**config.mk**
```make
export PLATFORM = sky130hd
export DESIGN_NAME = flash_cmd_seq
export DESIGN_NICKNAME = d
export VERILOG_FILES = /design/src/rtl/flash_seq_pkg.sv /design/src/rtl/flash_bus_if.sv /design/src/rtl/flash_cmd_dec.sv /design/src/rtl/flash_engine.sv /design/src/rtl/flash_cmd_seq.sv
export SDC_FILE = /design/constraint.sdc
export NUM_CORES = 1
export LEC_CHECK = 0
export ABC_AREA = 1
export BUFFER_PORTS_ARGS = -buffer_cell sky130_fd_sc_hd__clkbuf_2
export CAP_MARGIN = 20
export CORE_MARGIN = 2
export CORE_UTILIZATION = 53
export DETAILED_ROUTE_END_ITERATION = 16
export PLACE_DENSITY = 0.69
export SLEW_MARGIN = 20
export SYNTH_ARGS = -nofsm -noshare
export SYNTH_HDL_FRONTEND = slang
export SYNTH_SLANG_ARGS = --single-unit
```
**constraint.sdc**
```tcl
create_clock -name clk -period 6.6 [get_ports clk]
set_clock_uncertainty 0.15 [all_clocks]
set_input_delay 1.98 -clock clk [delete_from_list [all_inputs] [get_ports clk]]
set_output_delay 1.98 -clock clk [all_outputs]
set_load 0.005 [all_outputs]
```
**src/rtl/flash_seq_pkg.sv**
```systemverilog
package flash_seq_pkg;

    localparam int DATA_W  = 16;
    localparam int BYTE_W  = 8;
    localparam int CMD_AW  = 4;

    localparam logic [BYTE_W-1:0] CMD_KEY1  = 8'hAA;
    localparam logic [BYTE_W-1:0] CMD_KEY2  = 8'h55;
    localparam logic [BYTE_W-1:0] CMD_PROG  = 8'hA0;
    localparam logic [BYTE_W-1:0] CMD_ERASE = 8'h80;
    localparam logic [BYTE_W-1:0] CMD_SECT  = 8'h30;
    localparam logic [BYTE_W-1:0] CMD_CHIP  = 8'h10;

    localparam logic [CMD_AW-1:0] KEY_ADR1 = 4'h5;
    localparam logic [CMD_AW-1:0] KEY_ADR2 = 4'hA;

    localparam logic [DATA_W-1:0] ERASED = '1;

    typedef enum logic [1:0] {
        OP_NONE,
        OP_PROG,
        OP_SERASE,
        OP_CERASE
    } op_e;

    typedef enum logic [2:0] {
        C_READ,
        C_K1,
        C_K2,
        C_PGM,
        C_E1,
        C_E2,
        C_E3
    } cmd_st_e;

    typedef enum logic [2:0] {
        E_IDLE,
        E_PROG,
        E_SCAN,
        E_PULSE,
        E_ERASE
    } eng_st_e;

    // Programming only clears bits; a byte write leaves the other lane alone.
    function automatic logic [DATA_W-1:0] prog_merge(
        input logic [DATA_W-1:0] old_w,
        input logic [DATA_W-1:0] d,
        input logic              wide,
        input logic              hi
    );
        logic [DATA_W-1:0] mask;
        if (wide)
            mask = d;
        else if (hi)
            mask = {d[BYTE_W-1:0], {BYTE_W{1'b1}}};
        else
            mask = {{BYTE_W{1'b1}}, d[BYTE_W-1:0]};
        return old_w & mask;
    endfunction

endpackage

```
**src/rtl/flash_bus_if.sv**
```systemverilog
module flash_bus_if
    import flash_seq_pkg::*;
#(
    parameter int ABW = 6
) (
    input  logic              clk,
    input  logic              rst,
    input  logic              ce_n,
    input  logic              we_n,
    input  logic              oe_n,
    input  logic              low_vdd,
    input  logic              word_mode,
    input  logic [ABW-1:0]    addr,
    input  logic [DATA_W-1:0] din,
    output logic              wr_vld,
    output logic [ABW-1:0]    wr_addr,
    output logic [DATA_W-1:0] wr_data,
    output logic              wr_wide,
    output logic              rd_start
);

    logic we_q;
    logic oe_q;
    logic wr_edge;

    assign wr_edge  = !ce_n && !we_n && we_q;
    assign rd_start = !ce_n && !oe_n && oe_q;

    always_ff @(posedge clk) begin
        if (rst) begin
            we_q    <= 1'b1;
            oe_q    <= 1'b1;
            wr_vld  <= 1'b0;
            wr_addr <= '0;
            wr_data <= '0;
            wr_wide <= 1'b1;
        end else begin
            we_q   <= we_n;
            oe_q   <= oe_n;
            wr_vld <= wr_edge && !low_vdd;
            if (wr_edge && !low_vdd) begin
                wr_addr <= addr;
                wr_data <= din;
                wr_wide <= word_mode;
            end
        end
    end

    // a write cycle seen under low supply never produces a strobe
    a_r10_lowvdd_block: assert property (@(posedge clk) disable iff (rst)
        low_vdd |=> !wr_vld);

endmodule

```
**src/rtl/flash_cmd_dec.sv**
```systemverilog
module flash_cmd_dec
    import flash_seq_pkg::*;
#(
    parameter int ABW = 6
) (
    input  logic              clk,
    input  logic              rst,
    input  logic              wr_vld,
    input  logic [ABW-1:0]    wr_addr,
    input  logic [DATA_W-1:0] wr_data,
    input  logic              busy,
    output logic              start,
    output op_e               op
);

    cmd_st_e st;
    logic    key1;
    logic    key2;
    logic    take;

    assign take = wr_vld && !busy;
    assign key1 = (wr_data[BYTE_W-1:0] == CMD_KEY1) && (wr_addr[CMD_AW-1:0] == KEY_ADR1);
    assign key2 = (wr_data[BYTE_W-1:0] == CMD_KEY2) && (wr_addr[CMD_AW-1:0] == KEY_ADR2);

    always_comb begin
        op = OP_NONE;
        if (take) begin
            if (st == C_PGM)
                op = OP_PROG;
            else if (st == C_E3 && wr_data[BYTE_W-1:0] == CMD_SECT)
                op = OP_SERASE;
            else if (st == C_E3 && wr_data[BYTE_W-1:0] == CMD_CHIP)
                op = OP_CERASE;
        end
        start = (op != OP_NONE);
    end

    always_ff @(posedge clk) begin
        if (rst) begin
            st <= C_READ;
        end else if (take) begin
            case (st)
                C_READ: st <= key1 ? C_K1 : C_READ;
                C_K1:   st <= key2 ? C_K2 : C_READ;
                C_K2: begin
                    if (wr_data[BYTE_W-1:0] == CMD_PROG)
                        st <= C_PGM;
                    else if (wr_data[BYTE_W-1:0] == CMD_ERASE)
                        st <= C_E1;
                    else
                        st <= C_READ;
                end
                C_E1:   st <= key1 ? C_E2 : C_READ;
                C_E2:   st <= key2 ? C_E3 : C_READ;
                default: st <= C_READ;
            endcase
        end
    end

    // no operation is launched while the sequencer is busy
    a_r11_no_start_busy: assert property (@(posedge clk) disable iff (rst)
        busy |-> !start);

    // a launch always comes out of a completed prefix
    a_r2_start_after_prefix: assert property (@(posedge clk) disable iff (rst)
        start |-> (st == C_PGM || st == C_E3));

endmodule

```
**src/rtl/flash_engine.sv**
```systemverilog
module flash_engine
    import flash_seq_pkg::*;
#(
    parameter int ABW       = 6,
    parameter int WAW       = 5,
    parameter int SECT_BITS = 2,
    parameter int PROG_CYC  = 6,
    parameter int PRE_CYC   = 3,
    parameter int ERASE_CYC = 20
) (
    input  logic              clk,
    input  logic              rst,
    input  logic              start,
    input  op_e               op,
    input  logic [ABW-1:0]    tgt_addr,
    input  logic [DATA_W-1:0] tgt_data,
    input  logic              tgt_wide,
    input  logic [WAW-1:0]    rd_idx,
    output logic              busy,
    output logic              poll7,
    output logic [DATA_W-1:0] rd_word
);

    localparam int DEPTH = 1 << WAW;
    localparam int SWW   = WAW - SECT_BITS;
    localparam int CMAX  = (PROG_CYC > PRE_CYC)
                         ? ((PROG_CYC > ERASE_CYC) ? PROG_CYC : ERASE_CYC)
                         : ((PRE_CYC > ERASE_CYC) ? PRE_CYC : ERASE_CYC);
    localparam int CW    = $clog2(CMAX + 1);

    logic [DATA_W-1:0] mem [DEPTH];
    eng_st_e           est;
    logic [CW-1:0]     cnt;
    logic [WAW-1:0]    idx;
    logic [WAW-1:0]    lo;
    logic [WAW-1:0]    last;
    logic [DATA_W-1:0] pdata;
    logic              pwide;
    logic              phi;
    logic [WAW-1:0]    t_idx;
    logic [SECT_BITS-1:0] t_sec;

    assign t_idx   = tgt_wide ? tgt_addr[WAW-1:0] : tgt_addr[WAW:1];
    assign t_sec   = t_idx[WAW-1:SWW];
    assign busy    = (est != E_IDLE);
    assign rd_word = mem[rd_idx];

    always_ff @(posedge clk) begin
        if (rst) begin
            est   <= E_IDLE;
            cnt   <= '0;
            idx   <= '0;
            lo    <= '0;
            last  <= '0;
            pdata <= '0;
            pwide <= 1'b1;
            phi   <= 1'b0;
            poll7 <= 1'b0;
            for (int i = 0; i < DEPTH; i++)
                mem[i] <= ERASED;
        end else begin
            case (est)
                E_IDLE: begin
                    if (start) begin
                        case (op)
                            OP_PROG: begin
                                est   <= E_PROG;
                                cnt   <= CW'(PROG_CYC - 1);
                                idx   <= t_idx;
                                pdata <= tgt_data;
                                pwide <= tgt_wide;
                                phi   <= !tgt_wide && tgt_addr[0];
                                poll7 <= !tgt_data[BYTE_W-1];
                            end
                            OP_SERASE: begin
                                est   <= E_SCAN;
                                lo    <= {t_sec, {SWW{1'b0}}};
                                last  <= {t_sec, {SWW{1'b1}}};
                                idx   <= {t_sec, {SWW{1'b0}}};
                                poll7 <= 1'b0;
                            end
                            OP_CERASE: begin
                                est   <= E_SCAN;
                                lo    <= '0;
                                last  <= '1;
                                idx   <= '0;
                                poll7 <= 1'b0;
                            end
                            default: est <= E_IDLE;
                        endcase
                    end
                end
                E_PROG: begin
                    if (cnt == '0) begin
                        mem[idx] <= prog_merge(mem[idx], pdata, pwide, phi);
                        est      <= E_IDLE;
                    end else begin
                        cnt <= cnt - 1'b1;
                    end
                end
                E_SCAN: begin
                    if (mem[idx] != '0) begin
                        est <= E_PULSE;
                        cnt <= CW'(PRE_CYC - 1);
                    end else if (idx == last) begin
                        est <= E_ERASE;
                        cnt <= CW'(ERASE_CYC - 1);
                    end else begin
                        idx <= idx + 1'b1;
                    end
                end
                E_PULSE: begin
                    if (cnt == '0) begin
                        mem[idx] <= '0;
                        if (idx == last) begin
                            est <= E_ERASE;
                            cnt <= CW'(ERASE_CYC - 1);
                        end else begin
                            idx <= idx + 1'b1;
                            est <= E_SCAN;
                        end
                    end else begin
                        cnt <= cnt - 1'b1;
                    end
                end
                E_ERASE: begin
                    if (cnt == '0) begin
                        for (int i = 0; i < DEPTH; i++)
                            if (WAW'(i) >= lo && WAW'(i) <= last)
                                mem[i] <= ERASED;
                        est <= E_IDLE;
                    end else begin
                        cnt <= cnt - 1'b1;
                    end
                end
                default: est <= E_IDLE;
            endcase
        end
    end

    // a launch makes the sequencer busy on the next cycle
    a_r7_busy_after_start: assert property (@(posedge clk) disable iff (rst)
        (start && !busy) |=> busy);

    // the preprogram walk never leaves the target range
    a_r8_walk_in_range: assert property (@(posedge clk) disable iff (rst)
        (est == E_SCAN || est == E_PULSE) |-> (idx >= lo && idx <= last));

    // a chip erase starts its walk at word zero
    a_r9_chip_from_zero: assert property (@(posedge clk) disable iff (rst)
        (start && !busy && op == OP_CERASE) |=> (idx == '0 && last == '1));

    // a finished program returns to idle without a command
    a_r12_prog_returns: assert property (@(posedge clk) disable iff (rst)
        (est == E_PROG && cnt == '0) |=> !busy);

endmodule

```
**src/rtl/flash_cmd_seq.sv**
```systemverilog
module flash_cmd_seq
    import flash_seq_pkg::*;
#(
    parameter int WAW       = 5,
    parameter int SECT_BITS = 2,
    parameter int PROG_CYC  = 6,
    parameter int PRE_CYC   = 3,
    parameter int ERASE_CYC = 20,
    localparam int ABW      = WAW + 1
) (
    input  logic              clk,
    input  logic              rst,
    input  logic              ce_n,
    input  logic              we_n,
    input  logic              oe_n,
    input  logic              word_mode,
    input  logic              low_vdd,
    input  logic [ABW-1:0]    addr,
    input  logic [DATA_W-1:0] din,
    output logic [DATA_W-1:0] dout,
    output logic              ready
);

    logic              wr_vld;
    logic [ABW-1:0]    wr_addr;
    logic [DATA_W-1:0] wr_data;
    logic              wr_wide;
    logic              rd_start;
    logic              start;
    op_e               op;
    logic              busy;
    logic              poll7;
    logic [DATA_W-1:0] rd_word;
    logic [WAW-1:0]    rd_idx;
    logic [BYTE_W-1:0] rd_byte;
    logic [BYTE_W-1:0] status;
    logic              tgl;

    flash_bus_if #(.ABW(ABW)) u_bus (
        .clk      (clk),
        .rst      (rst),
        .ce_n     (ce_n),
        .we_n     (we_n),
        .oe_n     (oe_n),
        .low_vdd  (low_vdd),
        .word_mode(word_mode),
        .addr     (addr),
        .din      (din),
        .wr_vld   (wr_vld),
        .wr_addr  (wr_addr),
        .wr_data  (wr_data),
        .wr_wide  (wr_wide),
        .rd_start (rd_start)
    );

    flash_cmd_dec #(.ABW(ABW)) u_dec (
        .clk    (clk),
        .rst    (rst),
        .wr_vld (wr_vld),
        .wr_addr(wr_addr),
        .wr_data(wr_data),
        .busy   (busy),
        .start  (start),
        .op     (op)
    );

    flash_engine #(
        .ABW      (ABW),
        .WAW      (WAW),
        .SECT_BITS(SECT_BITS),
        .PROG_CYC (PROG_CYC),
        .PRE_CYC  (PRE_CYC),
        .ERASE_CYC(ERASE_CYC)
    ) u_eng (
        .clk     (clk),
        .rst     (rst),
        .start   (start),
        .op      (op),
        .tgt_addr(wr_addr),
        .tgt_data(wr_data),
        .tgt_wide(wr_wide),
        .rd_idx  (rd_idx),
        .busy    (busy),
        .poll7   (poll7),
        .rd_word (rd_word)
    );

    always_ff @(posedge clk) begin
        if (rst)
            tgl <= 1'b0;
        else if (rd_start && busy)
            tgl <= !tgl;
    end

    assign rd_idx  = word_mode ? addr[WAW-1:0] : addr[WAW:1];
    assign rd_byte = addr[0] ? rd_word[DATA_W-1:BYTE_W] : rd_word[BYTE_W-1:0];
    assign status  = {poll7, tgl, {(BYTE_W-2){1'b0}}};
    assign ready   = !busy;

    always_comb begin
        if (ce_n || oe_n)
            dout = '0;
        else if (busy)
            dout = {{(DATA_W-BYTE_W){1'b0}}, status};
        else if (word_mode)
            dout = rd_word;
        else
            dout = {{(DATA_W-BYTE_W){1'b0}}, rd_byte};
    end

    // the toggle bit holds still whenever the sequencer was idle
    a_r6_toggle_hold: assert property (@(posedge clk) disable iff (rst)
        !busy |=> $stable(tgl));

endmodule

```
* Word level (Yosys, flattened, before mapping)
Memories as Yosys holds them, arrays and structs flattened. A register that Yosys moved wholly into a read port is not among the register bits. Cells that the tools add are included.
Word-level totals: flip-flop bits (word level) 72, output and inout bits 17, input bits 29, memories kept 1, memory bits (writable) 512, word-level logic and storage cells 473
Memory list:
- u_eng.mem | words 32, bits a word 16, read ports 2, clocked after Yosys merged registers in 1, write ports 32, RTL line flash_engine.sv:31 | logic [DATA_W-1:0] mem [DEPTH];
Cells by class: magnitude comparators 64, reductions and logical operators 72, add/sub/neg operators 2, bitwise operators 34, muxes and demuxes 253, equality and inequality tests 30
Operators with widths (count):
- $mux W16 | 42
- $mux W1 | 171
- $ge A5 B5 Y1 const A | 16
- $le A5 B5 Y1 const A | 16
- $mux W5 | 15
- $logic_and A1 B1 Y1 | 44
- $ge A4 B5 Y1 const A | 8
- $le A4 B5 Y1 const A | 8
- $or A1 B1 Y1 | 33
- $mux W3 | 10
- $pmux W5 S3 | 2
- $eq A8 B8 Y1 const B | 3
- $ge A3 B5 Y1 const A | 4
- $le A3 B5 Y1 const A | 4
- $pmux W5 S2 | 2
- $pmux W5 S4 | 1
- $and A16 B16 Y16 | 1
- $reduce_bool A16 Y1 | 1
- $reduce_or A16 Y1 | 1
- $pmux W3 S5 | 1
- $eq A3 B2 Y1 const B | 4
- $eq A3 B3 Y1 const B | 4
- $pmux W3 S4 | 1
- $ge A1 B5 Y1 const A | 2
- 33 further kinds | 61

* Longest topological paths before layout
depth in word-level cells 12, gate-level depth with buffers 21, depth with buffers taken out 18

* Cells and area by module
A second synthesis with hierarchy kept.
Second synthesis, totals: cell total of the unflattened synthesis 3933, area total of the unflattened synthesis 31891.8 um^2
Modules (own cells, without submodules):
- flash_engine | cells each 3615, area each 30006.3 um^2, times used 1, seq. area each 16215.6 um^2
- flash_bus_if | cells each 160, area each 1142.3 um^2, times used 1, seq. area each 520.5 um^2
- flash_cmd_seq | cells each 86, area each 381.6 um^2, times used 1, seq. area each 20.0 um^2
- flash_cmd_dec | cells each 72, area each 361.6 um^2, times used 1, seq. area each 60.1 um^2

* Least setup slack after synthesis
OpenSTA, ideal clock, no wires.
kind in2out, start point in word_mode, end point out dout[5], setup slack 0.950 ns, data required time 4.470 ns, arrival 3.520 ns, buffers on the path 3, cell stages on the path 9, path through buf_2 > o21ai_1 > inv_1 > clkbuf_1 > clkbuf_1 > o211ai_1 > nand3_1 > o21a_1 > a21oi_1
On the way: word-level cells in the longest chain between the ends 6
Ends and longest elaborated chain:
- start, declared | RTL line flash_cmd_seq.sv:16 | input logic word_mode,
- $mux W5 | RTL line flash_cmd_seq.sv:95 | assign rd_idx = word_mode ? addr[WAW-1:0] : addr[WAW:1];
- $mem_v2 Z32 W16
- $mux W8 | RTL line flash_cmd_seq.sv:96 | assign rd_byte = addr[0] ? rd_word[DATA_W-1:BYTE_W] : rd_word[BYTE_W-1:0];
- $mux W16 (*) | RTL line flash_cmd_seq.sv:105 | else if (word_mode)
- $mux W16 (*) | RTL line flash_cmd_seq.sv:103 | else if (busy)
- $mux W16 (*) | RTL line flash_cmd_seq.sv:101 | if (ce_n || oe_n)
- end, declared | RTL line flash_cmd_seq.sv:20 | output logic [DATA_W-1:0] dout,
Mark *: on every way between the ends. The rest lies on a longest branch, timed or not.

* Worst setup path after layout
start point in word_mode, end point out dout[14]
On the way: word-level cells in the longest chain between the ends 5
Ends and longest elaborated chain (RTL line):
- $mux W5 | flash_cmd_seq.sv:95
- $mem_v2 Z32 W16
- $mux W16 (*) | flash_cmd_seq.sv:105
- $mux W16 (*) | flash_cmd_seq.sv:103
- $mux W16 (*) | flash_cmd_seq.sv:101
Marked as above.

==> reports/metrics.yaml <==
clkPwrFrac: 0.285
worstSkewPairLatency_ns: 0.63
clock_path_buffers: 3
synth_cells: 3948
coreArea_sq_um: 59200
syn-cell-area_sq_um: 31800
grt.total_usage: 0.375
vdd_drop_max_mv: 0.235
fin_crit_ns: 6.63
fin_ws_ns: -0.0268
end_kind: "output port"
final_common_cell: "nand2_1"
drt_pass1_iterations: 7
drive_gt1_frac: 0.102
worstPathRequired_ns: 4.47
power_density_nw_per_um2: 361
ff_latch_area_sq_um: 16800
hold_viol_final: 0
vias: 30500
worst_path_max_delay_cell: "a21oi_1"
drt_iter0_drc: 5140
sw_frac_of_total: 0.419
regToRegEndpoint: "u_eng.mem[4][9]"
worstSetupStartpointType: "input pin"
syn2layout_area_growth_pct: 12.9
multi_input_area_sq_um: 13500
io-pin-count: 46
tritoncts: "done"
max_cap_violations: 0
via_per_inst: 6.42
place.gp.congestion: 1.00
grt_pass1_wl_mm: 175
grt_overflow: 0
initial_core_util: 0.537
finalInstanceArea_sq_um: 36000
ff2ff_path_depth: 11
clkSlewWorstSetupHoldPaths_ns: 0.06
p_seq_frac: 0.333
hold_path_class: "reg -> reg"
max_freq_ghz: 0.151
io_buffers: 45
antenna_found_initial: 1
status: "complete, but fails checks"
die_h_microns: 249
grt_pass1_vias: 27900
ys_async_sr_fraction: 0
gr-usage-met3: 0.105
met1_usage: 0.488
ys_ff_latch: 584
grt_busiest_layer: "met2"
die_area_sq_um: 62000
crit_type: "in -> out"
htreeDepth: 3
crit_top_cell: "buf_4"
crit_chain: "buf_2, nand2_2, o21ai_4, buf_12, buf_4, inv_6, buf_12, buf_4, o21ai_0, o22ai_1, nand2_1, nand3_1, nand3_1, a21oi_1, buf_4, clkbuf_2"
cp_data_arrival_time_ns: 4.50
num_antenna_cells: 0
routedWlPerCell_microns: 25.5
worstSetupStartpoint: "word_mode"
hold_buffers: 0
tightestPinTransition_ns: 1.21
reg2reg_slack_ns: 2.16
synth_edf_count: 512
n_fill_cell: 5169
p_int_mw: 7.55
fin_crit_sh: 1.00
placed_area_sq_um: 33300
clk_root_buffer_cell: "clkbuf_16"
max_stage_delay_ns: 0.36
layout_common_cells: "1568 x nand2_1, 590 x nand3_1, 512 x edfxtp_1"
syn_nets: 3987
drtAntennaViolNets: 0
finalSetupViolCount: 1
power.share.combinational: 0.382
setup_tns_ns: -0.0268
cellLeakagePower_nw: 12.6
worstPathMaxFanout: 8
violations: "negative setup slack"
use_met2: 0.563
dp_hpwl_mm: 73.9
yosysUniqueCellTypes: 46
drc: 0
grt_max_degree: 132
synthFlopType: "edfxtp_1"
slew_violations: 0
cp-endpoint: "dout[14]"
syn_area_per_cell_sq_um: 8.06
relSlewSlack: 0.193
finalWirelength_mm: 121
post-route-util: 0.607
rows: 89
p_sw_mw: 5.44
seq_area_frac_synth: 0.528
numCtsBuffers: 66
final_nets: 3964
die_width_microns: 249
yosys_warnings: 0
clock-sinks: 584
synth_stat cells, types with 2 or more instances:
cell type / number / share of area
nand2_1: 1574 / 0.19
nand3_1: 594 / 0.093
edfxtp_1: 512 / 0.48
nor2_1: 208 / 0.025
o21ai_0: 190 / 0.030
buf_2: 141 / 0.022
clkbuf_1: 138 / 0.016
a21oi_1: 135 / 0.021
inv_1: 94 / 0.011
dfxtp_1: 72 / 0.045
o22ai_1: 49 / 0.0096
a32o_1: 31 / 0.0097
o211ai_1: 30 / 0.0071
buf_1: 27 / 0.0032
a221o_1: 17 / 0.0053
nor3_1: 16 / 0.0025
nand4_1: 15 / 0.0029
buf_6: 13 / 0.0046
a31oi_1: 10 / 0.0020
ha_1: 10 / 0.0039
a22oi_1: 8 / 0.0019
nor4_1: 8 / 0.0016
o2111ai_1: 6 / 0.0017
o21ai_1: 6 / 0.00094
or2_2: 6 / 0.0012
xor2_1: 5 / 0.0014
inv_2: 4 / 0.00047
o21a_1: 4 / 0.00094
a211oi_1: 3 / 0.00071
a31o_2: 2 / 0.00055
buf_4: 2 / 0.00047
nand2_2: 2 / 0.00039
nor2_2: 2 / 0.00039
o211ai_2: 2 / 0.00079
metal layers:
metal | routed length (microns) | share of wire | vias up
li1 | - | - | 13400
met1 | 42900 | 0.35 | 14200
met2 | 52300 | 0.43 | 2459
met3 | 18000 | 0.15 | 458
met4 | 7790 | 0.064 | 2
met5 | 10 | 0.000083 | -
cell families (layout without fill, tap and decap cells):
kind of cell	after synthesis	in the layout	share of synthesized area
and+or+nand+nor	2429	2429	0.314
DFF	584	584	0.528
AOI/OAI and AO/OA	499	499	0.0939
buffers and inverters	420	446	0.0584
adders and majority gates	10	10	0.00393
xor gates and xnor gates	5	5	0.00138
muxes	1	1	0.000314
cell type report:
| type | instances | share of cell area |
|---|---|---|
| Sequential cell | 584 | 0.468 |
| Multi-Input combinational cell | 2944 | 0.375 |
| Timing Repair Buffer | 230 | 0.0592 |
| Clock buffer | 94 | 0.0532 |
| Tap cell | 773 | 0.0269 |
| Inverter | 99 | 0.0115 |
| Clock inverter | 23 | 0.00585 |
worst max-delay path, delay by kind of cell:
| family | cells | cell delay (ns) |
|---|---|---|
| AND/OR/NAND/NOR | 4 | 0.62 |
| AO/OA/AOI/OAI | 4 | 0.63 |
| buffers and inverters | 8 | 1.24 |
sequential cells by signal, summed over array words and instances (netlist names), named ones only:
| signal | cells |
|---|---|
| tgl | 1 |
| u_bus.oe_q | 1 |
| u_bus.we_q | 1 |
| u_bus.wr_addr | 6 |
| u_bus.wr_data | 16 |
| u_bus.wr_vld | 1 |
| u_bus.wr_wide | 1 |
| u_dec.st | 3 |
| u_eng.cnt | 5 |
| u_eng.est | 3 |
| u_eng.idx | 5 |
| u_eng.last | 3 |
| u_eng.lo | 2 |
| u_eng.mem | 512 |
| u_eng.pdata | 16 |
| u_eng.phi | 1 |
| u_eng.poll7 | 1 |
| u_eng.pwide | 1 |
power by group through the flow:
stage	combinational (mW)	clock, mW	sequential, mW
2_1_floorplan	3.14	0	4.21
3_3_place_gp	4.57	0	4.39
3_5_place_dp	4.62	0	4.39
4_1_cts	4.64	3.68	4.31
5_1_grt	5.28	3.84	4.32
6_report	4.96	3.70	4.32
metrics by stage:
stage               power (mW)  cells  hold WS, ns  setup slack, ns
floorplan                 7.35   3948        0.280            0.950
global placement          8.96   4606        0.303          -0.0406
detailed placement        9.01   4606        0.309          -0.0556
CTS                       12.6   4725        0.317          -0.0220
global route              13.4   4747        0.326          -0.0239
finish                    13.0   4747        0.317          -0.0268
repair_timing:
action	CTS	global route
setup buffers	3	9
gates resized for setup	1	29
gates cloned	0	9
endpoints found under the setup margin	2	13
pin swaps	1	10
worst min path at each step:
stage / to / from / slack [ns] / cells past startpoint
global route: u_eng.cnt[1] / u_eng.cnt[1] / 0.33 / 2
global placement: u_eng.pdata[13] / u_eng.pdata[13] / 0.30 / 2
finish: u_eng.cnt[1] / u_eng.cnt[1] / 0.32 / 2
detailed placement: u_eng.cnt[1] / u_eng.cnt[1] / 0.31 / 2
floorplan: u_eng.pdata[15] / u_eng.pdata[15] / 0.28 / 2
CTS: u_eng.cnt[1] / u_eng.cnt[1] / 0.32 / 2
Note: power is estimated with default switching activity, not from simulation.
